`config.mk`:
```
export PLATFORM = sky130hd
export DESIGN_NAME = cipher_cmd_frontend
export DESIGN_NICKNAME = d
export VERILOG_FILES = /design/src/rtl/cmd_fe_pkg.sv /design/src/rtl/cmd_word_bank.sv /design/src/rtl/cmd_chan_ctrl.sv /design/src/rtl/cmd_irq_unit.sv /design/src/rtl/cipher_cmd_frontend.sv
export SDC_FILE = /design/constraint.sdc
export NUM_CORES = 1
export LEC_CHECK = 0
export ABC_AREA = 1
export ABC_CLOCK_PERIOD_IN_PS = 4400
export BUFFER_PORTS_ARGS = -buffer_cell sky130_fd_sc_hd__buf_2
export CORE_ASPECT_RATIO = 0.6
export CORE_MARGIN = 2
export CORE_UTILIZATION = 50
export DETAILED_ROUTE_END_ITERATION = 7
export GPL_ROUTABILITY_DRIVEN = 1
export GPL_TIMING_DRIVEN = 1
export HOLD_SLACK_MARGIN = 0.1
export PLACE_DENSITY = 0.77
export SLEW_MARGIN = 20
export SYNTH_ARGS = -nofsm -noshare
export SYNTH_HDL_FRONTEND = slang
export SYNTH_SLANG_ARGS = --single-unit
```
`constraint.sdc`:
```
create_clock -name clk -period 4.4 [get_ports clk]
set_clock_uncertainty 0.1 [all_clocks]
set_input_delay 0.22 -clock clk [delete_from_list [all_inputs] [get_ports clk]]
set_output_delay 0.22 -clock clk [all_outputs]
set_load 0.03 [all_outputs]
```
`src/rtl/cmd_fe_pkg.sv`:
```
package cmd_fe_pkg;
   // byte offsets inside the low eight address bits
   localparam logic [7:0] OFS_CTRL_A = 8'h00;
   localparam logic [7:0] OFS_CTRL_B = 8'h04;
   localparam logic [7:0] OFS_IRQ    = 8'h08;
   localparam logic [7:0] OFS_SRC    = 8'h10;
   localparam logic [7:0] OFS_DST    = 8'h14;
   localparam logic [7:0] OFS_LEN    = 8'h18;
   localparam logic [7:0] OFS_KEY    = 8'h30;
   localparam logic [7:0] OFS_IV     = 8'h40;

   // control word layout
   localparam int CB_GO   = 0;
   localparam int CFG_LSB = 1;
   localparam int CFG_W   = 5;

   // interrupt register layout
   localparam int N_SRC        = 3;
   localparam int IRQ_DIS_LSB  = 0;
   localparam int IRQ_ERR_BIT  = 8;
   localparam int IRQ_STAT_LSB = 16;

   localparam int N_CHAN = 2;

   typedef struct packed {
      logic cbc;
      logic scoh;
      logic dcoh;
      logic keysel;
      logic enc;
   } op_cfg_t;
endpackage

```
`src/rtl/cmd_word_bank.sv`:
```
module cmd_word_bank #(
   parameter int WORDS = 4
) (
   input  logic                clk,
   input  logic                rst_n,
   input  logic                we,
   input  logic [1:0]          idx,
   input  logic [31:0]         wdata,
   output logic [32*WORDS-1:0] words
);
   generate
      for (genvar i = 0; i < WORDS; i++) begin : g_word
         logic [31:0] q;
         always_ff @(posedge clk) begin
            if (!rst_n)                     q <= '0;
            else if (we && idx == 2'(i))    q <= wdata;
         end
         assign words[32*i +: 32] = q;
      end
   endgenerate
endmodule

```
`src/rtl/cmd_chan_ctrl.sv`:
```
module cmd_chan_ctrl
   import cmd_fe_pkg::*;
(
   input  logic       clk,
   input  logic       rst_n,
   input  logic       wr_hit,
   input  logic [5:0] wdata,
   input  logic       any_busy,
   input  logic       params_ok,
   input  logic       done_hit,
   output op_cfg_t    cfg,
   output logic       go,
   output logic       launch,
   output logic       reject
);
   logic take;

   assign take   = wr_hit && !any_busy;
   assign launch = take && wdata[CB_GO] && params_ok;
   assign reject = take && wdata[CB_GO] && !params_ok;

   always_ff @(posedge clk) begin
      if (!rst_n) begin
         cfg <= '0;
         go  <= 1'b0;
      end else begin
         if (take)          cfg <= op_cfg_t'(wdata[CFG_LSB +: CFG_W]);
         if (launch)        go  <= 1'b1;
         else if (done_hit) go  <= 1'b0;
      end
   end
endmodule

```
`src/rtl/cmd_irq_unit.sv`:
```
module cmd_irq_unit #(
   parameter int NS = 3
) (
   input  logic          clk,
   input  logic          rst_n,
   input  logic          wr_hit,
   input  logic [NS-1:0] wdis,
   input  logic [NS-1:0] wclr,
   input  logic          wclr_err,
   input  logic [NS-1:0] set_stat,
   input  logic          set_err,
   output logic [NS-1:0] dis,
   output logic [NS-1:0] stat,
   output logic          err,
   output logic          irq
);
   logic [NS-1:0] clr_mask;

   assign clr_mask = wr_hit ? wclr : '0;

   always_ff @(posedge clk) begin
      if (!rst_n) begin
         dis  <= '0;
         stat <= '0;
         err  <= 1'b0;
      end else begin
         if (wr_hit) dis <= wdis;
         // a new event wins over a clear in the same cycle
         stat <= (stat & ~clr_mask) | set_stat;
         err  <= (err & ~(wr_hit && wclr_err)) | set_err;
      end
   end

   assign irq = |(stat & ~dis);
endmodule

```
`src/rtl/cipher_cmd_frontend.sv`:
```
module cipher_cmd_frontend
   import cmd_fe_pkg::*;
#(
   parameter int ADDR_W    = 12,
   parameter int LEN_W     = 16,
   parameter int ALIGN     = 16,
   parameter int KEY_WORDS = 4,
   parameter int IV_WORDS  = 4
) (
   input  logic                   clk,
   input  logic                   rst_n,
   input  logic                   wr_en,
   input  logic [ADDR_W-1:0]      wr_addr,
   input  logic [31:0]            wr_data,
   input  logic [ADDR_W-1:0]      rd_addr,
   output logic [31:0]            rd_data,
   output logic                   be_start,
   output logic                   be_channel,
   output logic                   be_encrypt,
   output logic                   be_cbc,
   output logic                   be_key_sel,
   output logic                   be_src_coh,
   output logic                   be_dst_coh,
   output logic [31:0]            be_src,
   output logic [31:0]            be_dst,
   output logic [LEN_W-1:0]       be_len,
   output logic [32*KEY_WORDS-1:0] be_key,
   output logic [32*IV_WORDS-1:0] be_iv,
   input  logic                   be_done,
   input  logic                   nv_done,
   output logic                   irq
);
   localparam int AL = $clog2(ALIGN);

   generate
      if (ALIGN < 2 || (ALIGN & (ALIGN - 1)) != 0) begin : g_bad_align
         $error("ALIGN must be a power of two of at least 2");
      end
      if (LEN_W <= AL || LEN_W > 32) begin : g_bad_len
         $error("LEN_W must exceed log2(ALIGN) and be at most 32");
      end
      if (ADDR_W < 9) begin : g_bad_addr
         $error("ADDR_W must be at least 9");
      end
      if (KEY_WORDS < 1 || KEY_WORDS > 4 || IV_WORDS < 1 || IV_WORDS > 4) begin : g_bad_words
         $error("KEY_WORDS and IV_WORDS must be 1 to 4");
      end
   endgenerate

   // ---------------- write decode ----------------
   logic w_page;
   logic w_src, w_dst, w_len, w_irq, w_key, w_iv;
   logic [N_CHAN-1:0] w_ctrl;
   logic busy;

   assign w_page    = wr_en && (wr_addr[ADDR_W-1:8] == '0);
   assign w_ctrl[0] = w_page && wr_addr[7:0] == OFS_CTRL_A;
   assign w_ctrl[1] = w_page && wr_addr[7:0] == OFS_CTRL_B;
   assign w_irq     = w_page && wr_addr[7:0] == OFS_IRQ;
   assign w_src     = w_page && wr_addr[7:0] == OFS_SRC && !busy;
   assign w_dst     = w_page && wr_addr[7:0] == OFS_DST && !busy;
   assign w_len     = w_page && wr_addr[7:0] == OFS_LEN && !busy;
   assign w_key     = w_page && wr_addr[7:4] == OFS_KEY[7:4] && wr_addr[1:0] == 2'b00 && !busy;
   assign w_iv      = w_page && wr_addr[7:4] == OFS_IV[7:4]  && wr_addr[1:0] == 2'b00 && !busy;

   // ---------------- parameter registers ----------------
   logic [31:0]      src_q, dst_q;
   logic [LEN_W-1:0] len_q;

   always_ff @(posedge clk) begin
      if (!rst_n) begin
         src_q <= '0;
         dst_q <= '0;
         len_q <= '0;
      end else begin
         if (w_src) src_q <= wr_data;
         if (w_dst) dst_q <= wr_data;
         if (w_len) len_q <= wr_data[LEN_W-1:0];
      end
   end

   logic [32*KEY_WORDS-1:0] key_flat;
   logic [32*IV_WORDS-1:0]  iv_flat;

   cmd_word_bank #(.WORDS(KEY_WORDS)) u_key (
      .clk(clk), .rst_n(rst_n), .we(w_key), .idx(wr_addr[3:2]),
      .wdata(wr_data), .words(key_flat));

   cmd_word_bank #(.WORDS(IV_WORDS)) u_iv (
      .clk(clk), .rst_n(rst_n), .we(w_iv), .idx(wr_addr[3:2]),
      .wdata(wr_data), .words(iv_flat));

   // ---------------- legality of a launch ----------------
   logic params_ok;
   assign params_ok = (len_q != '0) && (len_q[AL-1:0] == '0) &&
                      (src_q[AL-1:0] == '0) && (dst_q[AL-1:0] == '0);

   // ---------------- channel control registers ----------------
   op_cfg_t           cfg [N_CHAN];
   logic [N_CHAN-1:0] go, launch, reject, done_hit;

   assign busy = |go;

   generate
      for (genvar c = 0; c < N_CHAN; c++) begin : g_chan
         assign done_hit[c] = be_done && go[c];
         cmd_chan_ctrl u_ctl (
            .clk(clk), .rst_n(rst_n), .wr_hit(w_ctrl[c]), .wdata(wr_data[5:0]),
            .any_busy(busy), .params_ok(params_ok), .done_hit(done_hit[c]),
            .cfg(cfg[c]), .go(go[c]), .launch(launch[c]), .reject(reject[c]));
      end
   endgenerate

   // ---------------- launch pulse and active channel ----------------
   logic ch_q;

   always_ff @(posedge clk) begin
      if (!rst_n) begin
         be_start <= 1'b0;
         ch_q     <= 1'b0;
      end else begin
         be_start <= |launch;
         if (|launch) ch_q <= launch[1];
      end
   end

   op_cfg_t act_cfg;
   assign act_cfg    = ch_q ? cfg[1] : cfg[0];
   assign be_channel = ch_q;
   assign be_encrypt = act_cfg.enc;
   assign be_cbc     = act_cfg.cbc;
   assign be_key_sel = act_cfg.keysel;
   assign be_src_coh = act_cfg.scoh;
   assign be_dst_coh = act_cfg.dcoh;
   assign be_src     = src_q;
   assign be_dst     = dst_q;
   assign be_len     = len_q;
   assign be_key     = key_flat;
   assign be_iv      = iv_flat;

   // ---------------- status and interrupt ----------------
   logic [N_SRC-1:0] dis, stat;
   logic             err;

   cmd_irq_unit #(.NS(N_SRC)) u_irq (
      .clk(clk), .rst_n(rst_n), .wr_hit(w_irq),
      .wdis(wr_data[IRQ_DIS_LSB +: N_SRC]),
      .wclr(wr_data[IRQ_STAT_LSB +: N_SRC]),
      .wclr_err(wr_data[IRQ_ERR_BIT]),
      .set_stat({nv_done, done_hit[1], done_hit[0]}),
      .set_err(|reject),
      .dis(dis), .stat(stat), .err(err), .irq(irq));

   // ---------------- read mux ----------------
   always_comb begin
      rd_data = '0;
      if (rd_addr[ADDR_W-1:8] == '0) begin
         case (rd_addr[7:0])
            OFS_CTRL_A: rd_data = {26'd0, cfg[0], go[0]};
            OFS_CTRL_B: rd_data = {26'd0, cfg[1], go[1]};
            OFS_IRQ:    rd_data = {13'd0, stat, 7'd0, err, 5'd0, dis};
            OFS_SRC:    rd_data = src_q;
            OFS_DST:    rd_data = dst_q;
            OFS_LEN:    rd_data = 32'(len_q);
            default:    rd_data = '0;
         endcase
         for (int i = 0; i < IV_WORDS; i++) begin
            if (rd_addr[7:0] == OFS_IV + 8'(4 * i)) rd_data = iv_flat[32*i +: 32];
         end
      end
   end
endmodule

```
=== Word level (Yosys, flattened, before mapping) ===
Cells that the tools add are included.
Widths: inputs -> output; s select.

* Logic and storage cells: 123
* Input port bits: 61
* Output and inout port bits: 376
* Flip-flop bits (word level): 357

* Equal/unequal tests: 19
* Multiplexer cells: 12
* Reduce and logical (&&, ||, !) cells: 56
* Bitwise gates (word level): 8

{| class="wikitable"
|+ Operator list
! operator !! count
|-
| $pmux 32 s6 || 1
|-
| $mux 32 || 5
|-
| $eq 8x5->1 const B || 6
|-
| $logic_and 1x1->1 || 38
|-
| $eq 8x7->1 const B || 4
|-
| $logic_not 4->1 || 5
|-
| $eq 8x3->1 const B || 2
|-
| $eq 8x4->1 const B || 2
|-
| $logic_not 8->1 || 2
|-
| $reduce_bool 16->1 || 1
|-
| $and 3x3->3 || 2
|-
| $not 3->3 || 2
|-
| $reduce_or 2->1 || 3
|-
| $mux 5 || 1
|-
| $eq 2x2->1 const B || 2
|-
| $eq 4x2->1 const B || 1
|-
| $eq 4x3->1 const B || 1
|-
| $logic_not 2->1 || 2
|-
| $mux 1 || 4
|-
| $reduce_bool 2->1 || 2
|-
| $mux 3 || 1
|-
| $or 3x3->3 || 1
|-
| $reduce_or 3->1 || 1
|-
| $eq 2x1->1 const B || 1
|-
| other kinds (4) || 5
|}

=== Depth between registers and ports, before layout ===
* Depth after elaboration: 8
* Mapped depth: 11
* Gate-level depth less buffers: 11

=== By module ===
From an unflattened synthesis, not the netlist that was laid out.

* Cell total of the unflattened synthesis: 2,618
* Area total of the unflattened synthesis: 16,697.3 um2

{| class="wikitable"
|+ By module, submodules not included
! module !! area each (um2) !! instances !! cells an instance
|-
| cmd_word_bank || 5,293.8 || 2 || 819
|-
| cipher_cmd_frontend || 5,372.7 || 1 || 876
|-
| cmd_chan_ctrl || 230.2 || 2 || 32
|-
| cmd_irq_unit || 276.5 || 1 || 40
|}

=== Least setup slack after synthesis ===
Ideal clock, no wire load.

* Path kind: input port to output port
* Start: in rd_addr[1]
* End: out rd_data[0]
* Arrival: 1.830 ns
* Setup slack: 2.250 ns
* Cell stages on the path: 7
* Cell sequence: nor2_1 > nand3_1 > nor2_1 > clkbuf_1 > buf_1 > a21oi_1 > a21oi_1

* Longest elaborated chain between the ends: 7
* Elaborated cells between the ends (all ways): 16
* Classes of those cells: eq/ne (9); mux (6); reduce/logical (1)

{| class="wikitable"
|+ Ends and longest elaborated chain
! element !! RTL line !! text
|-
| from (decl) || cipher_cmd_frontend.sv:15 || <nowiki>input logic [ADDR_W-1:0] rd_addr,</nowiki>
|-
| $eq 8x5->1 (tied with other cells) || cipher_cmd_frontend.sv:158 || <nowiki>case (rd_addr[7:0])</nowiki>
|-
| $pmux 32 s6 || cipher_cmd_frontend.sv:158 ||
|-
| $mux 32 (3 in a row) || cipher_cmd_frontend.sv:168 || <nowiki>if (rd_addr[7:0] == OFS_IV + 8'(4 * i)) rd_data = iv_flat[32*i +: 32];</nowiki>
|-
| $mux 32 * || cipher_cmd_frontend.sv:168 ||
|-
| $mux 32 * || cipher_cmd_frontend.sv:157 || <nowiki>if (rd_addr[ADDR_W-1:8] == '0) begin</nowiki>
|-
| to (decl) || cipher_cmd_frontend.sv:16 || <nowiki>output logic [31:0] rd_data,</nowiki>
|}

Every way passes the cells marked *; elsewhere a longest branch is shown, timed or not.

=== Worst setup path after layout ===
* Start: in rd_addr[7]
* End: out rd_data[13]

Same word-level chain as after synthesis.

==> results.cfg <==
[place]
placed_area_sq_um = 17700
pre_cts_ws_ns = 1.37
hpwl_um = 41800
place_inst = 2865
numPortBuffers = 436
gp_congestion = 1.00

[floorplanning]
dieArea_sq_um = 32200
die_y_um = 140
start_util = 0.511
die_w_um = 230
ios = 437
num_rows = 49
core_sq_um = 30100

[logic_synthesis]
syn-num-nets = 2222
synth-compound-area-share = 0.208
synth_top_area_frac = 0.465
syn_inst = 2161
yosysTopAreaCell = dfxtp_1
ys_top_cells_by_area = dfxtp_1, o21ai_0, a21oi_1
synth_fa_ha_area_frac = 0
syn_avg_cell_area_sq_um = 7.11
yosysSeqAreaShare = 0.465
yosys.area_share.xor_xnor = 0
yosys.cell_types.count = 22
syn-cell-area_sq_um = 15400
synthSimpleGateAreaFrac = 0.194
ys_ff_latch = 357
synth.area.mux_share = 0
synth_top_family_by_area = compound AO/OA/AOI/OAI gates
ys_warn_count = 0

[detailed_routing]
wire_per_inst_um = 19.4
route.antenna.remaining_nets = 0
drc = 0
num_vias = 16100
first_iter_violations = 1839
wirelength_um = 57500
via_per_inst = 5.43
dr.pass1.iters = 6

[sta]
rsz0062_at_grt = false
slew_violations = 0
worstMarginPinSlew_ns = 1.14
hold_viol = 0
setup_ws_ns = 1.32
finalCriticalPeriod_ns = 3.08
post-route-period-util = 0.701
setup_tns_ns = 0
slew_headroom = 0.243
fmax_ghz = 0.324
worst_hold_slack_ns = 0.145
setup_viol = 0

[power]
p_int_mw = 5.06
pwr-share-seq = 0.492
peakVddDrop_v = 0.000361
p_switching_mw = 1.51
p_per_area_nw_per_um2 = 342
swShare = 0.230
leakage_nw = 9.01
comb_power_share = 0.043
clkPwrFrac = 0.465
finalPower_mw = 6.57

[clock_network]
htree_levels = 2
cts_inserted_buffers = 36
clock_latency_ns = 0.52
tritoncts = done
clk_path_buf_depth = 3
clock-sinks = 357
cts_resized = 0
root_buffer = clkbuf_16
cts.clk_slew.worst_paths_ns = 0.06

[final_layout]
seq_area_sq_um = 7150
syn_to_final_growth_pct = 24.9
postLayoutCoreUtil = 0.638
fin_cells = 2965
multi_input_area_sq_um = 6240
final_area_sq_um = 19200
finalNetCount = 2592
fillers = 2636
drive_above_1_share = 0.216

[critical_path]
criticalPathCategory = in -> out
reg2reg_slack_ns = 1.44
cp_cell_sequence = buf_2, inv_1, nand2_1, nor2_1, nand2_1, inv_1, nand2_1, nand3_1, o22ai_1, a21oi_1, buf_2
cp_slowest_cell = nand2_1
cp.required_ns = 4.08
critPathMaxStageDelay_ns = 0.68
crit_top_cell = nand2_1
worstPathMaxFanout = 25
worstPathArrival_ns = 2.76
cp-start-kind = primary input
end_kind = output port

[global_routing]
grt_max_degree = 129
grt_pass1_wl_um = 84800
antenna_found_initial = 4
grt_pass1_vias = 14300
grt-ovfl-total = 0
grtUsageTotal = 0.341

[flow_run]
maxCapViolCount = 0

[outcome]
status = finished, final reports clean

[worst_hold_path]
hp-class = in -> reg
sequential cells by signal (all words and copies together) (netlist names), 3 cells and up:
name	flops
u_iv.g_word.q	128
u_key.g_word.q	128
be_dst	32
be_src	32
be_len	16
g_chan.u_ctl.cfg	10
u_irq.dis	3
u_irq.stat	3
cell type report:
class	instances	area share
Sequential cell	357	0.372
Timing Repair Buffer	494	0.141
Inverter	381	0.0745
Antenna cell	2	0.000261
Clock buffer	52	0.0558
Tap cell	408	0.0266
Clock inverter	10	0.00436
Multi-Input combinational cell	1261	0.325
routing by layer:
metal | part of all wire | vias to the layer above | track usage
met3 | 0.14 | 114 | 0.117
met2 | 0.41 | 1002 | 0.479
met4 | 0.026 | 4 | 0.0937
li1 | - | 7608 | -
met5 | 0.00052 | - | 0
met1 | 0.43 | 7386 | 0.492
final timing paths:
kind,from,to,depth (start not counted)
worst max-delay path,rd_addr[7],rd_data[13],11
worst min-delay path,wr_addr[5],be_start$_SDFF_PN0_,6
worst max register to register,g_chan[1].u_ctl.go$_SDFFE_PN0P_,be_src[4]$_SDFFE_PN0P_,6
worst min register to register,u_iv.g_word[3].q[19]$_SDFFE_PN0P_,u_iv.g_word[3].q[19]$_SDFFE_PN0P_,2
critical path: cells and delay by family:
| family | cells | cell delay [ns] |
|---|---|---|
| and+or+nand+nor | 5 | 1.42 |
| buffers and inverters | 4 | 0.82 |
| AOI/OAI and AO/OA | 2 | 0.29 |
layout by cell type, fill, tap and decap left out, types with 2 or more instances in the layout:
| master | netlist | routed |
|---|---|---|
| buf_2 | 7 | 435 |
| nor4_4 | 1 | 2 |
| clkinv_2 | 0 | 7 |
| nor3b_1 | 76 | 76 |
| nor3b_2 | 20 | 20 |
| buf_4 | 0 | 22 |
| dlygate4sd3_1 | 0 | 36 |
| diode_2 | 0 | 2 |
| inv_1 | 380 | 379 |
| nand2_1 | 242 | 242 |
| nor3_1 | 8 | 7 |
| clkbuf_8 | 0 | 9 |
| nand3_1 | 36 | 29 |
| clkbuf_1 | 138 | 6 |
| nor2_1 | 216 | 215 |
| nor3_2 | 1 | 2 |
| o22ai_1 | 21 | 21 |
| nand3b_1 | 2 | 2 |
| nand3_2 | 3 | 9 |
| nor4_1 | 5 | 4 |
| clkbuf_16 | 0 | 37 |
| nand4_1 | 18 | 18 |
| dfxtp_1 | 357 | 357 |
| a21oi_1 | 299 | 299 |
| clkinvlp_4 | 0 | 2 |
| o21ai_0 | 312 | 312 |
power groups by stage:
stage	Clock, mW	Combinational (mW)	Sequential, mW
finish	3.06	0.283	3.23
global route	3.20	0.305	3.23
CTS	3.09	0.273	3.23
detailed placement	0	0.246	3.31
global placement	0	0.240	3.31
floorplan	0	0.143	3.31
synthesized netlist by cell type, drive strengths merged:
master,number
nor2,216
buf,24
inv,381
o2111ai,1
nand3b,2
clkbuf,138
o22ai,21
dfxtp,357
nor3,9
nor3b,96
a21oi,299
o21ai,312
nand4,18
nand3,39
nand2,242
nor4,6
timing repair:
action                                 CTS  global route
buffers inserted                         0             0
endpoints found under the hold margin  290             0
hold buffers                            36             0
kinds of logic after synthesis:
group                  Yosys count
AND/OR/NAND/NOR                628
AO/OA/AOI/OAI                  633
flip-flops                     357
buffers and inverters          543
Power figures use the tool's default switching activity.
